==> src/rtl/coh_route_pkg.sv <==
package coh_route_pkg;

  typedef enum logic {
    MODE_DIR    = 1'b0,
    MODE_SHARED = 1'b1
  } cohMode_t;

  typedef enum logic [2:0] {
    ST_IDLE     = 3'd0,
    ST_LOC_REQ  = 3'd1,
    ST_LOC_WAIT = 3'd2,
    ST_REM_REQ  = 3'd3,
    ST_REM_WAIT = 3'd4
  } routeState_t;

  // strobes from control to datapath
  typedef struct packed {
    logic capture;
    logic takeLocalRsp;
    logic takeRemoteRsp;
  } dpStrobe_t;

endpackage

==> src/rtl/cohRouteDatapath.sv <==
module cohRouteDatapath
  import coh_route_pkg::*;
#(
  parameter int ADDR_W    = 32,
  parameter int DATA_W    = 32,
  parameter int CORE_W    = 7,
  parameter int PAGE_BITS = 12
) (
  input  logic                      clk,
  input  logic                      rstN,
  input  dpStrobe_t                 strobe,
  input  logic [CORE_W-1:0]         myCoreId,
  input  logic [ADDR_W-1:0]         reqAddr,
  input  logic                      reqWrite,
  input  logic [DATA_W-1:0]         reqWdata,
  input  logic [CORE_W-1:0]         xlatHome,
  input  logic [DATA_W-1:0]         localRspData,
  input  logic [CORE_W-1:0]         remoteRspSrc,
  input  logic [DATA_W-1:0]         remoteRspData,
  output logic [ADDR_W-PAGE_BITS-1:0] pageNum,
  output logic                      homeDiffers,
  output logic                      rspMatch,
  output logic [ADDR_W-1:0]         heldAddr,
  output logic                      heldWrite,
  output logic [DATA_W-1:0]         heldWdata,
  output logic [CORE_W-1:0]         heldHome,
  output logic [CORE_W-1:0]         heldSrc,
  output logic [DATA_W-1:0]         rspData
);

  localparam int PAGE_W = ADDR_W - PAGE_BITS;

  // page number drives the translation lookup in the request cycle
  assign pageNum     = reqAddr[ADDR_W-1:PAGE_BITS];
  assign homeDiffers = (xlatHome != myCoreId);
  assign rspMatch    = (remoteRspSrc == heldHome);

  always_ff @(posedge clk or negedge rstN) begin
    if (!rstN) begin
      heldAddr  <= '0;
      heldWrite <= 1'b0;
      heldWdata <= '0;
      heldHome  <= '0;
      heldSrc   <= '0;
    end else if (strobe.capture) begin
      heldAddr  <= reqAddr;
      heldWrite <= reqWrite;
      heldWdata <= reqWdata;
      heldHome  <= xlatHome;
      heldSrc   <= myCoreId;
    end
  end

  always_ff @(posedge clk or negedge rstN) begin
    if (!rstN) begin
      rspData <= '0;
    end else if (strobe.takeLocalRsp) begin
      rspData <= localRspData;
    end else if (strobe.takeRemoteRsp) begin
      rspData <= remoteRspData;
    end
  end

  // captured request fields stay put while a transaction is outstanding
  p_held_stable_r6: assert property (@(posedge clk) disable iff (!rstN)
    !strobe.capture |=> ($stable(heldAddr) && $stable(heldHome) && $stable(heldWdata)));

  // page number has PAGE_W bits
  initial begin
    p_page_width_r3: assert (PAGE_W > 0);
  end

endmodule

==> src/rtl/cohRouteCtrl.sv <==
module cohRouteCtrl
  import coh_route_pkg::*;
(
  input  logic      clk,
  input  logic      rstN,
  input  logic      appLoad,
  input  logic      modeWrEn,
  input  logic      modeWrVal,
  input  logic      reqValid,
  input  logic      homeDiffers,
  input  logic      localReady,
  input  logic      localRspValid,
  input  logic      remoteReady,
  input  logic      remoteRspValid,
  input  logic      rspMatch,
  output dpStrobe_t strobe,
  output logic      reqReady,
  output logic      localValid,
  output logic      remoteValid,
  output logic      coreMiss,
  output logic      rspValid,
  output logic      modeShared
);

  cohMode_t    modeReg;
  routeState_t state, stateNext;
  logic        accept;
  logic        goRemote;

  assign reqReady   = (state == ST_IDLE);
  assign accept     = reqValid && reqReady;
  assign goRemote   = (modeReg == MODE_SHARED) && homeDiffers;
  assign localValid = (state == ST_LOC_REQ);
  assign remoteValid = (state == ST_REM_REQ);
  assign modeShared = (modeReg == MODE_SHARED);

  always_comb begin
    strobe.capture       = accept;
    strobe.takeLocalRsp  = (state == ST_LOC_WAIT) && localRspValid;
    strobe.takeRemoteRsp = (state == ST_REM_WAIT) && remoteRspValid && rspMatch;
  end

  // mode register: application load has priority over transition update
  always_ff @(posedge clk or negedge rstN) begin
    if (!rstN) begin
      modeReg <= MODE_DIR;
    end else if (appLoad) begin
      modeReg <= MODE_DIR;
    end else if (modeWrEn) begin
      modeReg <= cohMode_t'(modeWrVal);
    end
  end

  always_comb begin
    stateNext = state;
    unique case (state)
      ST_IDLE:     if (accept) stateNext = goRemote ? ST_REM_REQ : ST_LOC_REQ;
      ST_LOC_REQ:  if (localReady) stateNext = ST_LOC_WAIT;
      ST_LOC_WAIT: if (strobe.takeLocalRsp) stateNext = ST_IDLE;
      ST_REM_REQ:  if (remoteReady) stateNext = ST_REM_WAIT;
      ST_REM_WAIT: if (strobe.takeRemoteRsp) stateNext = ST_IDLE;
      default:     stateNext = ST_IDLE;
    endcase
  end

  always_ff @(posedge clk or negedge rstN) begin
    if (!rstN) begin
      state    <= ST_IDLE;
      coreMiss <= 1'b0;
      rspValid <= 1'b0;
    end else begin
      state    <= stateNext;
      coreMiss <= accept && homeDiffers;
      rspValid <= strobe.takeLocalRsp || strobe.takeRemoteRsp;
    end
  end

  p_appload_dir_r1: assert property (@(posedge clk) disable iff (!rstN)
    appLoad |=> !modeShared);

  p_mode_write_r2: assert property (@(posedge clk) disable iff (!rstN)
    (modeWrEn && !appLoad) |=> (modeShared == $past(modeWrVal)));

  p_dir_local_r4: assert property (@(posedge clk) disable iff (!rstN)
    (reqValid && reqReady && !modeShared) |=> (localValid && !remoteValid));

  p_miss_pulse_r7: assert property (@(posedge clk) disable iff (!rstN)
    coreMiss |=> !coreMiss);

  p_busy_r8: assert property (@(posedge clk) disable iff (!rstN)
    (reqValid && reqReady) |=> !reqReady);

  p_one_path_r10: assert property (@(posedge clk) disable iff (!rstN)
    !(localValid && remoteValid));

  p_local_hold_r10: assert property (@(posedge clk) disable iff (!rstN)
    (localValid && !localReady) |=> localValid);

endmodule

==> src/rtl/cohRouter.sv <==
module cohRouter
  import coh_route_pkg::*;
#(
  parameter int ADDR_W    = 32,
  parameter int DATA_W    = 32,
  parameter int CORE_W    = 7,
  parameter int PAGE_BITS = 12
) (
  input  logic                        clk,
  input  logic                        rstN,
  input  logic [CORE_W-1:0]           myCoreId,
  input  logic                        appLoad,
  input  logic                        modeWrEn,
  input  logic                        modeWrVal,
  output logic                        modeShared,
  input  logic                        reqValid,
  output logic                        reqReady,
  input  logic [ADDR_W-1:0]           reqAddr,
  input  logic                        reqWrite,
  input  logic [DATA_W-1:0]           reqWdata,
  output logic [ADDR_W-PAGE_BITS-1:0] pageNum,
  input  logic [CORE_W-1:0]           xlatHome,
  output logic                        coreMiss,
  output logic                        localValid,
  input  logic                        localReady,
  output logic [ADDR_W-1:0]           localAddr,
  output logic                        localWrite,
  output logic [DATA_W-1:0]           localWdata,
  input  logic                        localRspValid,
  input  logic [DATA_W-1:0]           localRspData,
  output logic                        remoteValid,
  input  logic                        remoteReady,
  output logic [CORE_W-1:0]           remoteDest,
  output logic [CORE_W-1:0]           remoteSrc,
  output logic [ADDR_W-1:0]           remoteAddr,
  output logic                        remoteWrite,
  output logic [DATA_W-1:0]           remoteWdata,
  input  logic                        remoteRspValid,
  input  logic [CORE_W-1:0]           remoteRspSrc,
  input  logic [DATA_W-1:0]           remoteRspData,
  output logic                        rspValid,
  output logic [DATA_W-1:0]           rspData
);

  dpStrobe_t          strobe;
  logic               homeDiffers;
  logic               rspMatch;
  logic [ADDR_W-1:0]  heldAddr;
  logic               heldWrite;
  logic [DATA_W-1:0]  heldWdata;
  logic [CORE_W-1:0]  heldHome;
  logic [CORE_W-1:0]  heldSrc;

  cohRouteCtrl ctrl_i (
    .clk            (clk),
    .rstN           (rstN),
    .appLoad        (appLoad),
    .modeWrEn       (modeWrEn),
    .modeWrVal      (modeWrVal),
    .reqValid       (reqValid),
    .homeDiffers    (homeDiffers),
    .localReady     (localReady),
    .localRspValid  (localRspValid),
    .remoteReady    (remoteReady),
    .remoteRspValid (remoteRspValid),
    .rspMatch       (rspMatch),
    .strobe         (strobe),
    .reqReady       (reqReady),
    .localValid     (localValid),
    .remoteValid    (remoteValid),
    .coreMiss       (coreMiss),
    .rspValid       (rspValid),
    .modeShared     (modeShared)
  );

  cohRouteDatapath #(
    .ADDR_W    (ADDR_W),
    .DATA_W    (DATA_W),
    .CORE_W    (CORE_W),
    .PAGE_BITS (PAGE_BITS)
  ) dp_i (
    .clk           (clk),
    .rstN          (rstN),
    .strobe        (strobe),
    .myCoreId      (myCoreId),
    .reqAddr       (reqAddr),
    .reqWrite      (reqWrite),
    .reqWdata      (reqWdata),
    .xlatHome      (xlatHome),
    .localRspData  (localRspData),
    .remoteRspSrc  (remoteRspSrc),
    .remoteRspData (remoteRspData),
    .pageNum       (pageNum),
    .homeDiffers   (homeDiffers),
    .rspMatch      (rspMatch),
    .heldAddr      (heldAddr),
    .heldWrite     (heldWrite),
    .heldWdata     (heldWdata),
    .heldHome      (heldHome),
    .heldSrc       (heldSrc),
    .rspData       (rspData)
  );

  assign localAddr   = heldAddr;
  assign localWrite  = heldWrite;
  assign localWdata  = heldWdata;
  assign remoteDest  = heldHome;
  assign remoteSrc   = heldSrc;
  assign remoteAddr  = heldAddr;
  assign remoteWrite = heldWrite;
  assign remoteWdata = heldWdata;

  // a remote request never targets this tile
  p_remote_dest_r6: assert property (@(posedge clk) disable iff (!rstN)
    remoteValid |-> (remoteDest != remoteSrc));

  // a reply is delivered only after a request was outstanding
  p_rsp_after_busy_r9: assert property (@(posedge clk) disable iff (!rstN)
    rspValid |-> $past(!reqReady));

endmodule

==> config.mk <==
export PLATFORM = sky130hd
export DESIGN_NAME = cohRouter
export DESIGN_NICKNAME = d
export VERILOG_FILES = /design/src/rtl/coh_route_pkg.sv /design/src/rtl/cohRouteDatapath.sv /design/src/rtl/cohRouteCtrl.sv /design/src/rtl/cohRouter.sv
export SDC_FILE = /design/constraint.sdc
export NUM_CORES = 1
export LEC_CHECK = 0
export BUFFER_PORTS_ARGS = -buffer_cell sky130_fd_sc_hd__buf_2
export CORE_AREA = 3 3 139 141
export CTS_CLUSTER_SIZE = 16
export DETAILED_ROUTE_END_ITERATION = 7
export DIE_AREA = 0 0 142 144
export PLACE_DENSITY_LB_ADDON = 0.12
export SLEW_MARGIN = 20
export SYNTH_ARGS = -nofsm -noshare
export SYNTH_HDL_FRONTEND = slang
export SYNTH_SLANG_ARGS = --single-unit
==> constraint.sdc <==
create_clock -name clk -period 2 [get_ports clk]
set_clock_uncertainty 0.15 [all_clocks]
set_input_delay 0.4 -clock clk [delete_from_list [all_inputs] [get_ports clk]]
set_output_delay 0.4 -clock clk [all_outputs]
set_load 0.01 [all_outputs]
**Word level (Yosys, flattened, before mapping)**

Index checks and enable logic that the tools add are counted.

- Bits in registers: 117
- Latch bits: 0
- Memory bits (writable): 0
- Bits in read-only memories: 0
- Word-level logic and storage cells: 43
- Memories kept: 0

- $add $sub $neg: 0
- Multipliers: 0
- Divide/modulo/power cells: 0
- $lt $le $gt $ge: 0
- Equal/unequal tests: 11
- Shifts and indexed selects: 0
- Multiplexer cells: 11
- Bitwise gates (word level): 0
- Reductions and logical operators: 11

Operators by type and width:

| cell | count |
|---|---|
| 32-bit 2-to-1 mux | 2 |
| 3-bit 2-to-1 mux | 5 |
| 3-bit case mux with 5 select lines | 1 |
| 2-bit by 1-bit inequality test with 1-bit output (second input constant) | 4 |
| 7-bit equality test | 1 |
| 7-bit inequality test | 1 |
| 3-bit by 2-bit equality test with 1-bit output (second input constant) | 2 |
| 1-bit logical AND | 6 |
| 5-bit AND reduction | 1 |
| 2-bit nonzero test | 2 |
| 3-bit by 1-bit equality test with 1-bit output (second input constant) | 1 |
| 3-bit equality test (second input constant) | 1 |
| 3-bit logical NOT | 1 |
| 1-bit 2-to-1 mux | 2 |
| 2-bit 2-to-1 mux | 1 |
| 2-bit inequality test (second input constant) | 1 |
| 1-bit logical OR | 1 |

**Depth between registers and ports, before layout**

Gate-level depths: netlist of the first run.

- Depth in word-level cells: 5
- Mapped depth: 7
- Gate-level depth less buffers: 4

**Cells and area by module**

A second synthesis of the first run with hierarchy kept.

- Cell total of the unflattened synthesis: 441
- Area, all modules: 5579.1 um^2

By module, submodules not included:

| module | times used | cells each | area an instance (um^2) |
|---|---|---|---|
| cohRouteDatapath | 1 | 344 | 4734.5 |
| cohRouter | 1 | 65 | 488.0 |
| cohRouteCtrl | 1 | 32 | 356.6 |

**Worst setup path before layout of the first run**

OpenSTA, ideal clock, no wires.

- Path type: reg-to-reg
- From: reg ctrl_i.state[0]
- To: reg dp_i.heldAddr[0]
- Setup time: 125 ps
- Arrival time: 1698 ps
- Setup slack: 27 ps
- Cell stages (with the launch flop): 7
- Buffers on the path: 3
- Clock period less this slack: 1973 ps
- Path through: dfrtp_1 > buf_2 > nor3_1 > and2_1 > buf_4 > buf_6 > mux2_2

- Cells in the longest elaborated chain, start to end: 2

Ends and longest elaborated chain:

| what | line | text |
|---|---|---|
| from (decl) | cohRouteCtrl.sv:26 | `routeState_t state, stateNext;` |
| from (signal assigned) | cohRouteCtrl.sv:72 | `state <= stateNext;` |
| 3-bit logical NOT | cohRouteCtrl.sv:30 | `assign reqReady = (state == ST_IDLE);` |
| net reqReady | cohRouter.sv:17 | `output logic reqReady,` |
| 1-bit logical AND | cohRouteCtrl.sv:31 | `assign accept = reqValid && reqReady;` |
| to (signal assigned) | cohRouteDatapath.sv:46 | `heldAddr <= reqAddr;` |
| to (decl) | cohRouteDatapath.sv:23 | `output logic [ADDR_W-1:0] heldAddr,` |

The timed path passes the listed nets, and every way through them passes these cells.
A chain may end at the register's enable or synchronous reset.

**Worst setup path after layout of the first run**

- From: reg ctrl_i.state[0]
- To: out reqReady

- Cells in the longest elaborated chain, start to end: 1

Ends and longest elaborated chain:

| what | line |
|---|---|
| 3-bit logical NOT | cohRouteCtrl.sv:30 |
| to (decl) | cohRouter.sv:17 |

No other way between the ends.

==> results.cfg, run 1 <==
[placement]
gp_routability_congestion = 0.809
hpwl_mm = 14.0
pre_cts_ws_ns = 0.0668
dp_cells = 1016
io_buffers = 361
placed_area_sq_um = 7450

[global_route]
grt_pass1_vias = 5166
grt.total_usage_pct = 17.6
overflow = 0
grt_pass1_wl_mm = 28.1
antenna_found_initial = 3
grt_start_max_net_pins = 44

[logic_synthesis]
netlist_area_sq_um = 5950
postSynth.asyncResetShare_pct = 100
synth_area_leaders = dfrtp_1, mux2_2, buf_4
synth_edf_count = 0
avgSynthCellArea_sq_um = 11.2
ys.flop_type = dfrtp_1
synth_most_common_cell = dfrtp_1
seq_area_frac_synth_pct = 49.2
postSynthCellCount = 531
synthDistinctLibCells = 34
post-synth-top-area-cell = dfrtp_1
yosys_warnings = 0
synthDominantCellAreaShare_pct = 49.2
synth_common_cells = dfrtp_1, buf_4, mux2_2, nor2_1
yosys_register_bits = 117
syn_nets = 691

[detailed_routing]
viasPerCell = 4.84
post-route-drc-count = 0
first_iter_violations = 176
routed_wl_mm = 18.7
drt_pass1_iterations = 4
num_vias = 5092
ant_nets = 0
detail_route.wl_per_cell_um = 17.8

[critical_path]
cp.arrival_ns = 1.38
end_kind = output port
worstPathRequired_ns = 1.45
crit_type = reg -> out
cp-start-kind = register
worstPathMaxFanout = 3

[floorplan]
die_area_sq_um = 20400
core_sq_um = 18100
rows = 49
boundaryPins = 362
die_w_um = 142
initial_core_util_pct = 32.9
die_h_um = 144

[sta]
fin_tns_setup_ns = 0
setup_viol = 0
slew_viol_final = 0
finalCritPeriodShare_pct = 96.6
hold_slack_ns = 0.0662
slew_headroom_pct = 67.7
finalWorstSetupSlack_ns = 0.0687
min_period_ns = 1.93
clock.fmax_mhz = 518
worst_pin_slew_ns = 0.478
hold_viol_final = 0
rsz0062_at_grt = false

[finish]
layout.cells.non_filler = 1052
n_fill_cell = 1763
fin_nets = 968
drive_gt1_share_pct = 60.8
final_area_sq_um = 8110
area_delta_synth_final_pct = 36.2

[clock_network]
insertion_delay_ns = 0.41
clk_pin_slew_worst_paths_ns = 0.05
htree_levels = 4
cts_tree = done
cts-root-buf = clkbuf_16
clock_sinks = 117
numCtsBuffers = 17
cts_buffer_depth = 2
post_cts_buffers = 0

[power]
p_leak_nw = 4.01
p_per_area_nw_per_um2 = 1700
ir_drop_mv = 0.727

[hold_path]
hold_path.class = in -> reg

[status]
run_status = completed

[run]
max-cap-violations = 0
[per-stage QoR]
| stage | util [%] | power (mW) |
|---|---|---|
| global route | 44.8 | 14.7 |
| CTS | 44.7 | 14.0 |
| global placement | 41.2 | 10.6 |
| finish | 44.8 | 13.8 |
| floorplan | - | 8.69 |
| detailed placement | 41.2 | 10.7 |
[sequential cells by signal (all words and copies together), names as in the netlist]
name               cells
dp_i.heldSrc           7
dp_i.heldWdata        32
ctrl_i.coreMiss        1
dp_i.heldWrite         1
dp_i.rspData          32
dp_i.heldAddr         32
ctrl_i.modeShared      1
ctrl_i.state           3
ctrl_i.rspValid        1
dp_i.heldHome          7
[timing repair]
item	CTS	global route
pin swaps	0	2
endpoints found under the hold margin	27	0
hold buffers	2	0
resized for setup	1	2
setup endpoints to repair	1	3
[critical path: stages (launching register included)]
cell and delay [ns]:
dfrtp_1 0.41, nor3_1 0.26, buf_4 0.17, buf_2 0.13
[report_power, final]
group          total [mW]  switching (mW)  internal, mW
Sequential           4.39           0.821          3.57
Clock                3.14            1.08          2.06
Combinational        6.24            3.29          2.95
Total                13.8            5.19          8.58
[final cells by class]
type                       count  area [sq um]  share of cell area [%]
timing repair buffer         384          2090                    25.8
clock inverter                11           148                    1.82
antenna                        2          5.00                  0.0617
tap                          229           287                    3.53
sequential                   117          2930                    36.1
clock buffer                  21           470                    5.80
inverter                       1          3.75                  0.0463
multi-input combinational    287          2180                    26.8
[metal layers]
metal / part of all wire, % / routed length (um) / vias to the layer above / global-route usage, %
li1: - / - / 2361 / -
met1: 39 / 7190 / 2477 / 20.3
met2: 53 / 9960 / 231 / 31.0
met3: 6.2 / 1170 / 21 / 4.70
met4: 1.9 / 351 / 2 / 7.02
met5: 0.037 / 7 / - / 0
[placed cells by master (no fill, tap or decap), types with 2 or more instances in the layout]
| cell | netlist | routed |
|---|---|---|
| buf_4 | 86 | 15 |
| a21oi_1 | 33 | 33 |
| buf_12 | 0 | 8 |
| bufinv_16 | 0 | 3 |
| nand2_1 | 4 | 4 |
| buf_2 | 4 | 359 |
| clkbuf_16 | 0 | 17 |
| clkbuf_8 | 0 | 3 |
| mux2_2 | 79 | 79 |
| a31oi_1 | 33 | 33 |
| diode_2 | 0 | 2 |
| nor2_1 | 36 | 35 |
| and3_1 | 33 | 33 |
| nand3_1 | 2 | 2 |
| clkinv_2 | 0 | 2 |
| dfrtp_1 | 117 | 117 |
| o31ai_1 | 32 | 32 |
| mux2i_1 | 2 | 2 |
| clkinvlp_4 | 0 | 4 |
| xnor2_1 | 14 | 14 |
| dlygate4sd3_1 | 0 | 2 |
[logic make-up after synthesis]
| group | count (synthesis) | synth area share, % |
|---|---|---|
| xor gates and xnor gates | 14 | 2.06 |
| buffers and inverters | 127 | 14.5 |
| AOI/OAI and AO/OA | 105 | 11.2 |
| DFF | 117 | 49.2 |
| and+or+nand+nor | 87 | 7.74 |
| muxes | 81 | 15.3 |
[path summary, 6_finish.rpt]
kind	slack (ns)	depth (start not counted)	start	to
min reg2reg	0.35	1	dp_i.heldSrc[6]$_DFFE_PN0P_	dp_i.heldSrc[6]$_DFFE_PN0P_
max reg2reg	0.13	5	dp_i.heldHome[4]$_DFFE_PN0P_	dp_i.rspData[8]$_DFFE_PN0P_
max	0.07	3	ctrl_i.state[0]$_DFFE_PN0P_	reqReady
min	0.07	2	reqWdata[2]	dp_i.heldWdata[2]$_DFFE_PN0P_
max in group asynchronous	0.81	3	rstN	dp_i.heldSrc[4]$_DFFE_PN0P_
min in group asynchronous	0.32	2	rstN	dp_i.heldWdata[15]$_DFFE_PN0P_
Note: power is estimated with default switching activity, not from simulation.
==> run 2: changes to the inputs <==
- CORE_AREA: 3 3 139 141 -> 3 3 138 140
- DIE_AREA: 0 0 142 144 -> 0 0 141 143
==> results.cfg, run 2 (same netlist as run 1, synthesis figures left out) <==
[sta]
rsz0062_at_grt = false
finalWorstSetupSlack_ns = 0.0700
worst_pin_slew_ns = 0.450
clock.fmax_mhz = 518
slew_headroom_pct = 69.6
min_period_ns = 1.93
setup_viol = 0
fin_tns_setup_ns = 0
finalCritPeriodShare_pct = 96.5
slew_viol_final = 0
hold_viol_final = 0

[critical_path]
cp-start-kind = register
worstPathRequired_ns = 1.45
end_kind = output port
worstReg2RegStart = ctrl_i.state[0]$_DFFE_PN0P_
rr_worst_depth = 5
crit_type = reg -> out
worstPathMaxFanout = 5
cp.arrival_ns = 1.38
worstReg2RegEnd = dp_i.rspData[0]$_DFFE_PN0P_
rrSetupSlack_ns = 0.24

[finish]
final_common_cell = buf_2
final_cell_mix = buf_2, dfrtp_1, mux2_2
n_fill_cell = 1793
fin_nets = 967
reg_top3 = dp_i.heldAddr (32), dp_i.heldWdata (32), dp_i.rspData (32)
area_delta_synth_final_pct = 36.1
drive_gt1_share_pct = 61.0
final_area_sq_um = 8100

[floorplan]
rows = 49
initial_core_util_pct = 33.1
die_area_sq_um = 20200
core_sq_um = 18000
boundaryPins = 362
die_h_um = 143
die_w_um = 141

[power]
p_leak_nw = 4.01
ir_drop_mv = 0.769
p_per_area_nw_per_um2 = 1700

[clock_network]
post_cts_buffers = 0
insertion_delay_ns = 0.41
clock_sinks = 117
numCtsBuffers = 17
cts-root-buf = clkbuf_16
clk_pin_slew_worst_paths_ns = 0.06
cts_buffer_depth = 2
cts_tree = done
htree_levels = 4

[hold_path]
hold-path-cell-count = 2
hold_path.class = in -> reg
whs_endpoint = dp_i.heldAddr[6]$_DFFE_PN0P_
hold_start = reqAddr[6]

[global_route]
grt_pass1_wl_mm = 28.4
overflow = 0
grt_pass1_vias = 5224
grt.total_usage_pct = 18.0
grt_start_max_net_pins = 48
antenna_found_initial = 3

[detailed_routing]
post-route-drc-count = 0
routed_wl_mm = 18.8
detail_route.wl_per_cell_um = 17.8
drt_pass1_iterations = 5
ant_nets = 0
first_iter_violations = 173
num_vias = 5136
viasPerCell = 4.88

[run]
max-cap-violations = 0

[status]
run_status = completed

[placement]
io_buffers = 361
gp_routability_congestion = 0.850
placed_area_sq_um = 7430
hpwl_mm = 14.1
pre_cts_ws_ns = 0.168
## run 2: cell count changes in the layout (fill, tap and decap cells not counted), sizes merged
| cell | delta |
|---|---|
| clkinvlp | -1 |
| clkbuf | -3 |
| buf | -1 |
| clkinv | +2 |
| inv | +2 |
| diode | +1 |
## run 2: area by class of cell
class	count	area [sq um]	area share (%)
flip-flops and latches	117	2930	36.2
inverters	1	3.75	0.0463
multi-input cells	287	2190	27.0
diodes	3	7.51	0.0927
well taps	229	287	3.54
clock buffers	18	439	5.42
clock inverters	14	175	2.16
repair buffers	383	2070	25.6
## run 2: per-layer routing
layer	track usage, %	part of all wire (%)
met3	4.82	7.6
met2	32.2	54
met1	20.2	37
met4	7.70	1.9
met5	0	0
## run 2: worst max path at each step
stage                                    endpoint  depth (start not counted)                         from
global route                           localValid                          4  ctrl_i.state[2]$_DFFE_PN0P_
CTS                                      reqReady                          3  ctrl_i.state[2]$_DFFE_PN0P_
detailed placement  dp_i.heldAddr[13]$_DFFE_PN0P_                          4  ctrl_i.state[2]$_DFFE_PN0P_
global placement    dp_i.heldAddr[16]$_DFFE_PN0P_                          4  ctrl_i.state[2]$_DFFE_PN0P_
finish                                 localValid                          4  ctrl_i.state[2]$_DFFE_PN0P_
floorplan            dp_i.heldAddr[0]$_DFFE_PN0P_                          6  ctrl_i.state[0]$_DFFE_PN0P_
## run 2: stage by stage
stage          hold WS [ns]  instances  power (mW)  utilization, %
5_1_grt              0.0503       1052        14.7            45.1
6_report             0.0641       1052        13.8            45.1
3_5_place_dp          0.178       1015        10.7            41.4
4_1_cts              0.0451       1049        14.0            45.0
2_1_floorplan       -0.0456        531        8.69               -
3_3_place_gp          0.174       1015        10.6            41.4
## run 2: repair_timing
action,CTS,global route
hold endpoints to repair,20,0
pin swaps,1,1
resized for setup,3,3
hold buffers,2,0
setup endpoints to repair,1,2
## run 2: critical path, stage by stage, from the launching register on
cell      delay [ns]
dfrtp_1         0.41
buf_4           0.17
nand2b_4        0.15
nor2_1          0.09
buf_2           0.15
## run 2: where the power goes
| group | internal [mW] | total [mW] | switching (mW) |
|---|---|---|---|
| registers | 3.57 | 4.39 | 0.823 |
| logic | 2.94 | 6.23 | 3.29 |
| clock network | 2.00 | 3.16 | 1.16 |
